===== config.mk =====
export PLATFORM = sky130hd
export DESIGN_NAME = adc_conv_seq
export DESIGN_NICKNAME = d
export VERILOG_FILES = /design/src/rtl/adc_seq_pkg.sv /design/src/rtl/adc_phase_gen.sv /design/src/rtl/adc_start_ctl.sv /design/src/rtl/adc_timebase.sv /design/src/rtl/adc_conv_seq.sv
export SDC_FILE = /design/constraint.sdc
export NUM_CORES = 1
export LEC_CHECK = 0
export BUFFER_PORTS_ARGS = -buffer_cell sky130_fd_sc_hd__buf_2
export CAP_MARGIN = 20
export CORE_ASPECT_RATIO = 1.25
export CORE_MARGIN = 2
export CORE_UTILIZATION = 40
export CTS_CLUSTER_DIAMETER = 80
export CTS_CLUSTER_SIZE = 25
export DETAILED_ROUTE_END_ITERATION = 10
export GPL_TIMING_DRIVEN = 0
export PLACE_DENSITY = 0.59
export SYNTH_ARGS = -nofsm -noshare
export SYNTH_HDL_FRONTEND = slang
export SYNTH_SLANG_ARGS = --single-unit

===== constraint.sdc =====
create_clock -name clk -period 6.1 [get_ports clk]
set_input_delay 0.61 -clock clk [delete_from_list [all_inputs] [get_ports clk]]
set_output_delay 0.61 -clock clk [all_outputs]
set_load 0.01 [all_outputs]

===== src/rtl/adc_seq_pkg.sv =====
package adc_seq_pkg;
   localparam int unsigned TW = 8;

   typedef enum logic [1:0] {
      KIND_NORM,
      KIND_FIRST,
      KIND_TRIG,
      KIND_DIFF
   } kind_e;

   typedef struct packed {
      logic [TW-1:0] len;
      logic [TW-1:0] shp;
   } win_t;
endpackage


===== src/rtl/adc_phase_gen.sv =====
module adc_phase_gen #(
   parameter int PH_W = 2
) (
   input  logic clk,
   input  logic rst_n,
   input  logic en,
   input  logic tick,
   input  logic realign,
   output logic hr
);
   if (PH_W < 2) begin : g_bad_w
      $error("PH_W must be at least 2");
   end

   logic [PH_W-1:0] ph;

   always_ff @(posedge clk) begin
      if (!rst_n)              ph <= '0;
      else if (!en || realign) ph <= '0;
      else if (tick)           ph <= ph + 1'b1;
   end

   assign hr = ph[1];
endmodule


===== src/rtl/adc_start_ctl.sv =====
module adc_start_ctl (
   input  logic clk,
   input  logic rst_n,
   input  logic en,
   input  logic sw_start,
   input  logic auto_en,
   input  logic trig_in,
   input  logic running,
   input  logic take,
   output logic pend,
   output logic pend_trig,
   output logic trig_acc,
   output logic presc_clr
);
   logic trig_d;
   logic idle_ok;
   logic sw_acc;

   assign idle_ok  = en & ~pend & ~running;
   assign trig_acc = idle_ok & auto_en & trig_in & ~trig_d;
   assign sw_acc   = idle_ok & ~auto_en & sw_start;

   always_ff @(posedge clk) begin
      if (!rst_n) begin
         trig_d    <= 1'b0;
         presc_clr <= 1'b0;
         pend      <= 1'b0;
         pend_trig <= 1'b0;
      end else begin
         trig_d    <= trig_in;
         presc_clr <= trig_acc;
         if (!en) begin
            pend      <= 1'b0;
            pend_trig <= 1'b0;
         end else if (take) begin
            pend <= 1'b0;
         end else if (trig_acc || sw_acc) begin
            pend      <= 1'b1;
            pend_trig <= trig_acc;
         end
      end
   end
endmodule


===== src/rtl/adc_timebase.sv =====
module adc_timebase
   import adc_seq_pkg::*;
#(
   parameter int LEN_FIRST = 50,
   parameter int SH_FIRST  = 29,
   parameter int LEN_NORM  = 26,
   parameter int SH_NORM   = 3,
   parameter int LEN_TRIG  = 27,
   parameter int SH_TRIG   = 4,
   parameter int LEN_DIFF  = 28,
   parameter int SH_DIFF   = 5,
   parameter bit DIFF_EN   = 1'b1
) (
   input  logic clk,
   input  logic rst_n,
   input  logic en,
   input  logic tick,
   input  logic take,
   input  logic pend_trig,
   input  logic free_run,
   input  logic auto_en,
   input  logic diff_mode,
   input  logic hr,
   output logic running,
   output logic sh_ev,
   output logic done_ev
);
   if (SH_FIRST >= LEN_FIRST || SH_NORM >= LEN_NORM ||
       SH_TRIG >= LEN_TRIG || SH_DIFF >= LEN_DIFF) begin : g_bad_sh
      $error("sample point must precede completion");
   end
   if (LEN_FIRST >= (1 << TW) || LEN_DIFF >= (1 << TW)) begin : g_bad_len
      $error("window exceeds counter width");
   end

   function automatic win_t pick(kind_e k);
      win_t w;
      case (k)
         KIND_FIRST: begin w.len = TW'(LEN_FIRST); w.shp = TW'(SH_FIRST); end
         KIND_TRIG:  begin w.len = TW'(LEN_TRIG);  w.shp = TW'(SH_TRIG);  end
         KIND_DIFF:  begin w.len = TW'(LEN_DIFF);  w.shp = TW'(SH_DIFF);  end
         default:    begin w.len = TW'(LEN_NORM);  w.shp = TW'(SH_NORM);  end
      endcase
      return w;
   endfunction

   logic          diff_hi;
   logic          first_q;
   logic [TW-1:0] cnt;
   logic [TW-1:0] nxt;
   win_t          win;
   kind_e         start_kind;
   kind_e         rerun_kind;

   if (DIFF_EN) begin : g_diff
      assign diff_hi = diff_mode & hr;
   end else begin : g_nodiff
      logic unused_diff;
      assign unused_diff = diff_mode ^ hr;
      assign diff_hi     = 1'b0;
   end

   always_comb begin
      if (first_q)        start_kind = KIND_FIRST;
      else if (pend_trig) start_kind = KIND_TRIG;
      else if (diff_hi)   start_kind = KIND_DIFF;
      else                start_kind = KIND_NORM;
      rerun_kind = diff_hi ? KIND_DIFF : KIND_NORM;
   end

   assign nxt     = cnt + 1'b1;
   assign done_ev = en & running & tick & ~take & (nxt == win.len);

   always_ff @(posedge clk) begin
      if (!rst_n) begin
         running <= 1'b0;
         first_q <= 1'b1;
         cnt     <= '0;
         win     <= '0;
         sh_ev   <= 1'b0;
      end else begin
         sh_ev <= 1'b0;
         if (!en) begin
            running <= 1'b0;
            first_q <= 1'b1;
            cnt     <= '0;
         end else if (take) begin
            running <= 1'b1;
            cnt     <= '0;
            win     <= pick(start_kind);
            first_q <= 1'b0;
         end else if (running && tick) begin
            if (nxt == win.shp) sh_ev <= 1'b1;
            if (nxt == win.len) begin
               if (free_run && !auto_en) begin
                  cnt <= '0;
                  win <= pick(rerun_kind);
               end else begin
                  running <= 1'b0;
               end
            end else begin
               cnt <= nxt;
            end
         end
      end
   end
endmodule


===== src/rtl/adc_conv_seq.sv =====
module adc_conv_seq #(
   parameter int RES_W     = 10,
   parameter int OUT_W     = 16,
   parameter int MUX_W     = 5,
   parameter int LEN_FIRST = 50,
   parameter int SH_FIRST  = 29,
   parameter int LEN_NORM  = 26,
   parameter int SH_NORM   = 3,
   parameter int LEN_TRIG  = 27,
   parameter int SH_TRIG   = 4,
   parameter int LEN_DIFF  = 28,
   parameter int SH_DIFF   = 5,
   parameter bit DIFF_EN   = 1'b1
) (
   input  logic             clk,
   input  logic             rst_n,
   input  logic             adc_en,
   input  logic             half_tick,
   input  logic             sw_start,
   input  logic             auto_en,
   input  logic             free_run,
   input  logic             trig_in,
   input  logic             diff_mode,
   input  logic             flag_clr,
   input  logic [MUX_W-1:0] mux_in,
   input  logic [RES_W-1:0] sample_in,
   output logic             busy,
   output logic             sh_strobe,
   output logic             presc_clr,
   output logic             mux_upd,
   output logic [MUX_W-1:0] mux_q,
   output logic             irq_flag,
   output logic             res_valid,
   output logic [OUT_W-1:0] result
);
   if (RES_W > OUT_W || RES_W < 1) begin : g_bad_res
      $error("RES_W must lie in 1..OUT_W");
   end
   if (OUT_W != 16) begin : g_bad_out
      $error("result port is 16 bits wide");
   end

   logic pend;
   logic pend_trig;
   logic trig_acc;
   logic running;
   logic take;
   logic hr;
   logic done_ev;

   assign take = pend & half_tick & adc_en;
   assign busy = pend | running;

   adc_start_ctl start_i (
      .clk       (clk),
      .rst_n     (rst_n),
      .en        (adc_en),
      .sw_start  (sw_start),
      .auto_en   (auto_en),
      .trig_in   (trig_in),
      .running   (running),
      .take      (take),
      .pend      (pend),
      .pend_trig (pend_trig),
      .trig_acc  (trig_acc),
      .presc_clr (presc_clr)
   );

   adc_phase_gen #(.PH_W(2)) phase_i (
      .clk     (clk),
      .rst_n   (rst_n),
      .en      (adc_en),
      .tick    (half_tick),
      .realign (trig_acc),
      .hr      (hr)
   );

   adc_timebase #(
      .LEN_FIRST (LEN_FIRST), .SH_FIRST (SH_FIRST),
      .LEN_NORM  (LEN_NORM),  .SH_NORM  (SH_NORM),
      .LEN_TRIG  (LEN_TRIG),  .SH_TRIG  (SH_TRIG),
      .LEN_DIFF  (LEN_DIFF),  .SH_DIFF  (SH_DIFF),
      .DIFF_EN   (DIFF_EN)
   ) time_i (
      .clk       (clk),
      .rst_n     (rst_n),
      .en        (adc_en),
      .tick      (half_tick),
      .take      (take),
      .pend_trig (pend_trig),
      .free_run  (free_run),
      .auto_en   (auto_en),
      .diff_mode (diff_mode),
      .hr        (hr),
      .running   (running),
      .sh_ev     (sh_strobe),
      .done_ev   (done_ev)
   );

   always_ff @(posedge clk) begin
      if (!rst_n) begin
         result    <= '0;
         res_valid <= 1'b0;
         mux_upd   <= 1'b0;
         mux_q     <= '0;
         irq_flag  <= 1'b0;
      end else begin
         res_valid <= done_ev;
         mux_upd   <= done_ev;
         if (done_ev)       result <= OUT_W'(sample_in);
         if (take || done_ev) mux_q <= mux_in;
         if (done_ev)       irq_flag <= 1'b1;
         else if (flag_clr) irq_flag <= 1'b0;
      end
   end
endmodule


==> flow_metrics.py <==
metrics = {
    "floorplanning": {
        "num_rows": 29,
        "num_io_pins": 52,
        "start_util_pct": 41.9,
        "die-area_um2": 6010,
        "die_h_um": 86.2,
        "core-area_um2": 5150,
        "die_w_um": 69.7,
    },
    "logic_synthesis": {
        "yosys.area.top_type": "dfxtp_1",
        "async_reset_ff_share_pct": 0,
        "ys_seq_elements": 43,
        "yosys.area.top_type_share_pct": 39.9,
        "synth-edff-count": 0,
        "ys.flop_type": "dfxtp_1",
        "avgSynthCellArea_um2": 8.37,
        "synth_compound_gate_area_share_pct": 20.9,
        "synth.cell_area_um2": 2160,
        "synthAdderAreaFrac_pct": 0.579,
        "synthXorXnorAreaFrac_pct": 4.87,
        "synthTopCellsByCount": "nand2_1, dfxtp_1, o21ai_0",
        "yosysWarnings": 0,
        "yosys-top-cells-area": "dfxtp_1, nand2_1, o21ai_0",
        "synth_cell_types": 47,
        "ys_seq_area_share_pct": 39.9,
        "yosys.area_share.simple_pct": 22.9,
        "synthMuxAreaShare_pct": 3.24,
        "synth.most_common_cell": "nand2_1",
        "syn_inst": 258,
        "synth_top_family_by_area": "simple AND/OR/NAND/NOR gates",
    },
    "setup_path": {
        "crit_path_end": "time_i.win[3]$_SDFFE_PN0P_",
        "cp_cell_sequence": "ha_1 -> nand3_1 -> nor3_1 -> a31oi_1 -> a211o_1 -> buf_6 -> o21ai_4 -> o21ai_0",
        "end_kind": "flip-flop",
        "r2r_setup_slack_ns": 3.56,
        "r2r_cells": 8,
        "worstSetupPathType": "flip-flop to flip-flop",
        "cp.arrival_ns": 2.71,
        "max_stage_delay_ns": 0.44,
        "cp_max_fo": 10,
        "path_buf_inv": 1,
        "crit_slowest_cell": "dfxtp_1",
        "cp-start-kind": "flip-flop",
        "r2r_start": "time_i.cnt[1]$_SDFFE_PP0P_",
        "crit_start": "time_i.cnt[1]$_SDFFE_PP0P_",
        "r2r-end": "time_i.win[3]$_SDFFE_PN0P_",
        "critPathRequiredTime_ns": 6.27,
        "path_delay_family": "compound AO/OA/AOI/OAI gates",
        "critical_path_depth": 8,
    },
    "layout": {
        "layout-drive-gt1-share_pct": 24.1,
        "n_antenna_cell": 0,
        "nNetsFinal": 340,
        "area_growth_pct": 19.9,
    },
    "drt": {
        "routedWlPerCell_um": 13.0,
        "antenna_left": 0,
        "totalWireLength_um": 4880,
        "vias": 1934,
        "drtPass1Iterations": 4,
        "drc": 0,
        "viasPerCell": 5.13,
        "drt-initial-drc-count": 65,
    },
    "clock_tree": {
        "cts_buffers": 5,
        "clk_pin_slew_ns": 0.08,
        "clockRootBuffer": "clkbuf_8",
        "cts_hold_buffers": 0,
        "cts_buffer_depth": 2,
        "clkLatencyLatePin_ns": 0.30,
        "ctsResizeCount": 0,
        "htreeDepth": 2,
        "clock-sinks": 43,
        "post_cts_buffers": 0,
        "cts_tree": "done",
    },
    "sta": {
        "finalMaxSlewViolations": 0,
        "period_needed_ns": 2.54,
        "max_freq_mhz": 394,
        "fin_crit_sh_pct": 41.6,
        "relSlewSlack_pct": 63.8,
        "tns_ns": 0,
        "setup_viol": 0,
        "clock_skew_ns": 0.00632,
        "finalHoldViolCount": 0,
        "tightest_slew_ns": 0.544,
        "rsz0062_at_grt": "false",
    },
    "global_route": {
        "antenna_found_initial": 0,
        "grt_max_degree": 15,
        "grt_first_pass_wirelength_um": 8110,
        "grt_usage_pct": 16.7,
        "overflow": 0,
        "grt_pass1_vias": 1744,
    },
    "placement": {
        "port_buffers": 44,
        "place_congestion": 0.748,
        "post-dp-hpwl_um": 3640,
    },
    "power": {
        "power.total_uw": 546,
        "leakagePower_nw": 1.15,
        "power_density_nw_per_um2": 211,
        "peakVddDrop_mv": 0.153,
    },
    "worst_hold_path": {
        "hp-class": "flip-flop to flip-flop",
    },
    "run_status": {
        "status": "completed",
    },
    "run": {
        "cap_violations": 0,
    },
}
==> registers in the layout, indices dropped and copies added (netlist names) <==
signal             flops
time_i.running         1
time_i.sh_ev           1
phase_i.ph             2
irq_flag               1
mux_q                  5
start_i.pend_trig      1
time_i.first_q         1
start_i.presc_clr      1
result                10
res_valid              1
time_i.win             9
time_i.cnt             8
start_i.trig_d         1
start_i.pend           1
==> through the flow <==
step	instance area [um^2]	instances	hold slack, ns	setup WS, ns	util [%]
2_1_floorplan	2180	263	0.456	4.00	-
3_3_place_gp	2480	369	0.446	3.62	48.1
3_5_place_dp	2480	369	0.455	3.61	48.1
4_1_cts	2590	377	0.469	3.58	50.2
5_1_grt	2590	377	0.494	3.32	50.2
6_report	2590	377	0.462	3.56	50.2
==> layout make-up <==
class,instances,area (um^2)
Tap cell,62,77.6
Buffer,21,145
Fill cell,548,2560
Clock buffer,5,68.8
Timing Repair Buffer,44,220
Sequential cell,43,861
Inverter,4,15.0
Multi-Input combinational cell,195,1160
Clock inverter,3,43.8
==> worst min-delay path, cell delays in order, from the launching register on <==
cell and delay (ns):
dfxtp_1 0.32, nand2_1 0.05, mux2i_1 0.05
==> placed cells by master, fill, tap and decap left out, types with 3 or more instances in the layout <==
| master | instances |
|---|---|
| and2_1 | 6 |
| nand2_1 | 47 |
| nor2b_1 | 4 |
| buf_4 | 11 |
| o211a_1 | 3 |
| a211oi_1 | 3 |
| dfxtp_1 | 43 |
| a21oi_1 | 18 |
| nor2_1 | 9 |
| o211ai_1 | 4 |
| or2_2 | 3 |
| nand4_1 | 3 |
| nand2b_1 | 4 |
| mux2i_1 | 7 |
| inv_1 | 4 |
| conb_1 | 6 |
| xnor2_1 | 7 |
| xor2_1 | 5 |
| clkbuf_1 | 7 |
| o22ai_1 | 4 |
| nand3_1 | 7 |
| o21ai_0 | 20 |
| and3_1 | 3 |
| buf_2 | 44 |
| clkbuf_8 | 6 |
| nor3_1 | 5 |
==> power breakdown <==
part	total (mW)	switching [mW]	internal, mW
combinational	0.0342	0.0193	0.0149
sequential	0.286	0.00218	0.283
clock	0.226	0.104	0.122
total	0.546	0.126	0.420
==> logic make-up after synthesis <==
kind of cell	count (synthesis)
fa+ha+maj	1
xor+xnor	12
simple gates	101
mux	7
buf+inv	25
compound gates	68
flops	43
other cells	1
==> worst min path at each step <==
stage,start,cells after the start,to
after floorplan,time_i.cnt[6]$_SDFFE_PP0P_,2,time_i.cnt[6]$_SDFFE_PP0P_
after global placement,mux_q[3]$_SDFFE_PN0P_,2,mux_q[3]$_SDFFE_PN0P_
after detailed placement,mux_q[1]$_SDFFE_PN0P_,2,mux_q[1]$_SDFFE_PN0P_
after CTS,mux_q[2]$_SDFFE_PN0P_,2,mux_q[2]$_SDFFE_PN0P_
after global routing,result[5]$_SDFFE_PN0P_,2,result[5]$_SDFFE_PN0P_
final,mux_q[1]$_SDFFE_PN0P_,2,mux_q[1]$_SDFFE_PN0P_
==> metal layers <==
| metal | routed length, um | global-route usage, % | part of all wire [%] |
|---|---|---|---|
| met5 | 0 | 0 | 0 |
| met2 | 2460 | 28.5 | 50 |
| met1 | 2250 | 21.1 | 46 |
| met4 | 53 | 5.24 | 1.1 |
| met3 | 116 | 3.53 | 2.4 |
Note: power is estimated with default switching activity, not from simulation.
